## src/rtl/mms_pkg.sv

```systemverilog
package mms_pkg;
  typedef enum logic [2:0] {
    OP_HOLD = 3'd0,
    OP_LOAD = 3'd1,
    OP_ASR  = 3'd2,
    OP_LSL  = 3'd3,
    OP_ROR  = 3'd4,
    OP_ROL  = 3'd5,
    OP_ASL  = 3'd6,
    OP_LSR  = 3'd7
  } op_e;
endpackage

```

## src/rtl/mms_rst_sync.sv

```systemverilog
// Asserts asynchronously, releases after STAGES rising edges.
module mms_rst_sync #(
  parameter int STAGES = 2
) (
  input  logic clk,
  input  logic rst_n,
  output logic rst_sync_n
);
  logic [STAGES-1:0] chain_q;

  always_ff @(posedge clk or negedge rst_n) begin
    if (!rst_n) chain_q <= '0;
    else        chain_q <= {chain_q[STAGES-2:0], 1'b1};
  end

  assign rst_sync_n = chain_q[STAGES-1];
endmodule

```

## src/rtl/mms_shift_unit.sv

```systemverilog
// Combinational next-value logic for the data register.
module mms_shift_unit
  import mms_pkg::*;
#(
  parameter int W = 8
) (
  input  op_e          op,
  input  logic [W-1:0] cur,
  input  logic [W-1:0] din,
  output logic [W-1:0] nxt,
  output logic         en,
  output logic         sign_flip,
  output logic         is_load
);
  localparam int MSB = W - 1;

  logic [W-1:0] up_zero;   // one place toward MSB, zero fill
  logic [W-1:0] dn_fill;   // one place toward bit 0, fill chosen below
  logic         dn_in;

  assign up_zero = {cur[MSB-1:0], 1'b0};

  always_comb begin
    unique case (op)
      OP_ASR:  dn_in = cur[MSB];
      OP_ROR:  dn_in = cur[0];
      default: dn_in = 1'b0;
    endcase
  end

  assign dn_fill = {dn_in, cur[MSB:1]};

  always_comb begin
    nxt = cur;
    unique case (op)
      OP_HOLD: nxt = cur;
      OP_LOAD: nxt = din;
      OP_ASR,
      OP_ROR,
      OP_LSR:  nxt = dn_fill;
      OP_LSL,
      OP_ASL:  nxt = up_zero;
      OP_ROL:  nxt = {cur[MSB-1:0], cur[MSB]};
      default: nxt = cur;
    endcase
  end

  assign en        = (op != OP_HOLD);
  assign is_load   = (op == OP_LOAD);
  assign sign_flip = (op == OP_ASL) && (cur[MSB] ^ cur[MSB-1]);
endmodule

```

## src/rtl/mms_ovf_flag.sv

```systemverilog
// Sticky overflow bit: set by a sign change, cleared by load.
module mms_ovf_flag (
  input  logic clk,
  input  logic rst_n,
  input  logic set_i,
  input  logic clr_i,
  output logic flag_o
);
  logic flag_q;
  logic flag_d;
  logic flag_en;

  always_comb begin
    flag_en = set_i | clr_i;
    flag_d  = clr_i ? 1'b0 : 1'b1;
  end

  always_ff @(posedge clk or negedge rst_n) begin
    if (!rst_n)       flag_q <= 1'b0;
    else if (flag_en) flag_q <= flag_d;
  end

  assign flag_o = flag_q;
endmodule

```

## src/rtl/multimode_shifter.sv

```systemverilog
module multimode_shifter
  import mms_pkg::*;
#(
  parameter int W          = 8,
  parameter int RST_STAGES = 2
) (
  input  logic         clk,
  input  logic         rst_n,
  input  logic [2:0]   op_i,
  input  logic [W-1:0] load_data_i,
  output logic [W-1:0] data_o,
  output logic         ovf_o
);
  logic         rst_sync_n;
  op_e          op_dec;
  logic [W-1:0] data_q;
  logic [W-1:0] data_d;
  logic         data_en;
  logic         sign_flip;
  logic         is_load;

  assign op_dec = op_e'(op_i);

  mms_rst_sync #(.STAGES(RST_STAGES)) u_rst (
    .clk        (clk),
    .rst_n      (rst_n),
    .rst_sync_n (rst_sync_n)
  );

  mms_shift_unit #(.W(W)) u_shift (
    .op        (op_dec),
    .cur       (data_q),
    .din       (load_data_i),
    .nxt       (data_d),
    .en        (data_en),
    .sign_flip (sign_flip),
    .is_load   (is_load)
  );

  always_ff @(posedge clk or negedge rst_sync_n) begin
    if (!rst_sync_n)  data_q <= '0;
    else if (data_en) data_q <= data_d;
  end

  mms_ovf_flag u_ovf (
    .clk    (clk),
    .rst_n  (rst_sync_n),
    .set_i  (sign_flip),
    .clr_i  (is_load),
    .flag_o (ovf_o)
  );

  assign data_o = data_q;
endmodule

```

## config.mk

```make
export PLATFORM = sky130hd
export DESIGN_NAME = multimode_shifter
export DESIGN_NICKNAME = d
export VERILOG_FILES = /design/src/rtl/mms_pkg.sv /design/src/rtl/mms_rst_sync.sv /design/src/rtl/mms_shift_unit.sv /design/src/rtl/mms_ovf_flag.sv /design/src/rtl/multimode_shifter.sv
export SDC_FILE = /design/constraint.sdc
export NUM_CORES = 1
export LEC_CHECK = 0
export BUFFER_PORTS_ARGS = -buffer_cell sky130_fd_sc_hd__buf_2
export CAP_MARGIN = 20
export CELL_PAD_IN_SITES_DETAIL_PLACEMENT = 0
export CELL_PAD_IN_SITES_GLOBAL_PLACEMENT = 1
export CORE_ASPECT_RATIO = 0.75
export CORE_MARGIN = 1
export CORE_UTILIZATION = 40
export DETAILED_ROUTE_END_ITERATION = 10
export GPL_TIMING_DRIVEN = 0
export PLACE_DENSITY = 0.91
export SLEW_MARGIN = 20
export SYNTH_ARGS = -nofsm -noshare
export SYNTH_HDL_FRONTEND = slang
export SYNTH_SLANG_ARGS = --single-unit
```

## constraint.sdc

```tcl
create_clock -name clk -period 0.83 [get_ports clk]
set_input_delay 0.083 -clock clk [delete_from_list [all_inputs] [get_ports clk]]
set_output_delay 0.083 -clock clk [all_outputs]
set_load 0.01 [all_outputs]
```

==> results by group <==
Run status
  • Status: finished, violations left
  • Failing checks: setup timing

Routing
  • Starting DRT DRC Count: 10
  • Drt pass-1 iters: 4
  • DR DRC count: 0
  • Wirelength, routed: 1.87 mm
  • DR WL/cell: 15.6 µm
  • DR vias: 651
  • Via density: 5.43
  • Detail Route Antenna Nets: 0

Cells and area
  • Diodes inserted: 0
  • Share of layout cells above drive strength 1: 60.2%
  • Area growth syn-to-layout: 37.6%
  • FILL cells: 177
  • Final nets: 112
  • Design area: 0.00106 mm²

Clock network
  • CTS tree: done
  • Root buffer cell: clkbuf_4
  • Htree depth: 1
  • Reg clk slew, reported paths: 0.08 ns
  • Clock Sink Count: 11
  • Clock Latency Late Sink: 0.27 ns
  • Clock Path Buffers: 2
  • Number of buffers created by CTS: 3

Worst setup path
  • CP cell instances: mux2_2 -> o22ai_2 -> a21oi_1
  • CP arrival: 1.23 ns
  • Crit path max fanout: 6
  • CP peak stage delay: 0.45 ns
  • CP endpoint kind: flop
  • Req. time, crit path: 0.97 ns
  • Crit Path Category: flop to flop
  • CP Launch Type: flop
  • Delay-heaviest family, CP: flip-flops
  • Buffers & Inverters on Critical Path: 0
  • CP max-delay cell: dfrtp_2

Synthesis
  • Yosys cell types: 24
  • Ranking of synthesized cells by area: dfrtp_1 36%, mux2i_1 12%, mux2_4 12%, mux2_2 8.8%, o22ai_1 4.9%
  • Mapped cell area: 772 µm²
  • Mean Syn Cell Area: 11.2 µm²
  • Synth Instances: 69
  • Post-Syn Nets: 82
  • Ys Warns: 0
  • Sequential-to-total area share from yosys stat: 35.7%
  • Yosys top cell by area: dfrtp_1
  • Synth Register Bits: 11
  • Post-synth top area share: 35.7%

Die
  • Die Width: 52.7 µm
  • Area of the core: 0.00177 mm²
  • Chip Height: 40.0 µm
  • Site row count: 13
  • Num ports: 22
  • Die Area: 0.00211 mm²
  • Initial Utilization: 43.5%

Place
  • RePlAce Congestion: 0.773
  • DP HPWL: 1.19 mm
  • Post-placement worst setup slack: -0.292 ns
  • Placed Area: 901 µm²
  • I/O Buffers: 19

Timing
  • Worst Max-Slew Pin Slew: 0.516 ns
  • RSZ-0062 raised after global routing: yes
  • Layout Skew: 0.00441 ns
  • Period minus WS final: 1.09 ns
  • Max Transition Viols Final: 0
  • Worst slew margin: 65.5%
  • Final setup margin: -0.258 ns
  • Max Clk Rate: 0.919 GHz
  • Setup-failing EPs final: 18
  • Final hold vios: 0
  • Fin crit share: 131%

Power
  • Max VDD drop: 1.37 mV
  • Lkg Pwr: 0.000487 µW
  • PD cells: 1950 mW/mm²

Global routing
  • Largest net degree at the start of global routing: 11
  • Initial antenna violation count: 0
  • Vias in the first global route: 588
  • GRT overflow: 0
  • Total Routing Usage GR: 19.8%
  • Global-route wire length before repair: 2.85 mm

Min path
  • Hold Path Class: input port to async pin

Job
  • Max-cap violations: 0
==> cells in the mapped netlist, drive strengths merged <==
cell	count
a21oi	7
a41o	1
buf	6
conb	1
dfrtp	11
inv	1
mux2	12
mux2i	9
nand2	1
nand3	1
nand3b	2
nor2	1
o211ai	2
o21a	2
o21ai	1
o21bai	1
o22ai	6
o31a	1
or2	1
xor2	2
==> per-layer routing <==
layer / vias to the layer above / routed length, µm / GRT usage, %
met5: - / 0 / 0
met4: 0 / 7 / 3.95
met3: 2 / 83 / 5.68
met2: 17 / 917 / 32.6
met1: 315 / 862 / 26.2
li1: 317 / - / -
==> cell type report <==
type | count | area, µm² | area share, %
Buffer | 6 | 53.8 | 5.06
Clock buffer | 4 | 26.3 | 2.47
Inverter | 1 | 6.26 | 0.589
Multi-Input combinational cell | 51 | 490 | 46.2
Sequential cell | 11 | 283 | 26.6
Tap cell | 22 | 27.5 | 2.59
Timing Repair Buffer | 25 | 175 | 16.5
==> flip-flops by register name, summed over array words and instances, names as in the netlist <==
signal / count
data_o: 8
u_ovf.flag_o: 1
u_rst.chain_q: 2
==> path summary, 6_finish.rpt <==
check,depth (start not counted),startpoint,end,slack [ns]
max,3,data_o[2]$_DFFE_PN0P_,data_o[1]$_DFFE_PN0P_,-0.26
min,2,rst_n,u_rst.chain_q[1]$_DFF_PN0_,0.12
max reg2reg,3,data_o[2]$_DFFE_PN0P_,data_o[1]$_DFFE_PN0P_,-0.26
min reg2reg,0,u_rst.chain_q[1]$_DFF_PN0_,data_o[0]$_DFFE_PN0P_,0.16
max in group asynchronous,0,u_rst.chain_q[1]$_DFF_PN0_,data_o[5]$_DFFE_PN0P_,0.35
min in group clk,2,op_i[2],data_o[0]$_DFFE_PN0P_,0.15
==> stage by stage <==
| stage | TNS (ns) | power, µW | util (%) | hold slack (ns) | cells |
|---|---|---|---|---|---|
| 2_1_floorplan | -1.40 | 1240 | - | -0.213 | 69 |
| 3_3_place_gp | -1.86 | 1430 | 50.8 | -0.132 | 110 |
| 3_5_place_dp | -2.08 | 1460 | 50.8 | -0.128 | 110 |
| 4_1_cts | -2.98 | 1950 | 56.3 | 0.113 | 119 |
| 5_1_grt | -3.69 | 2190 | 59.9 | 0.121 | 120 |
| 6_report | -3.04 | 2070 | 59.9 | 0.118 | 120 |
==> kinds of logic after synthesis <==
family | count (synthesis) | synth area share [%]
compound gates | 21 | 17.3
mux | 21 | 32.1
flops | 11 | 35.7
buf+inv | 7 | 7.78
simple gates | 6 | 4.37
xor+xnor | 2 | 2.27
other cells | 1 | 0.486
==> report_power, final <==
| part | switching, µW | leakage (µW) | internal [µW] |
|---|---|---|---|
| clock network | 195 | 0.0000150 | 186 |
| registers | 166 | 0.000118 | 651 |
| logic | 342 | 0.000353 | 531 |
| total | 703 | 0.000487 | 1370 |
==> repair_timing <==
| item | 4_1_cts | 5_1_grt |
|---|---|---|
| buffers inserted | 4 | 1 |
| gates resized for setup | 7 | 12 |
| endpoints found under the setup margin | 18 | 18 |
| pin swaps | 3 | 3 |
| endpoints found under the hold margin | 2 | 0 |
| hold buffers | 1 | 0 |
==> cell usage in the layout (no fill, tap or decap), drive strengths merged, types with 2 or more instances in the layout <==
cell / count
buf: 30
mux2: 12
dfrtp: 11
mux2i: 9
a21oi: 7
o22ai: 6
clkbuf: 4
xor2: 2
nand3b: 2
o211ai: 2
o21a: 2
Note: power is estimated with default switching activity, not from simulation.
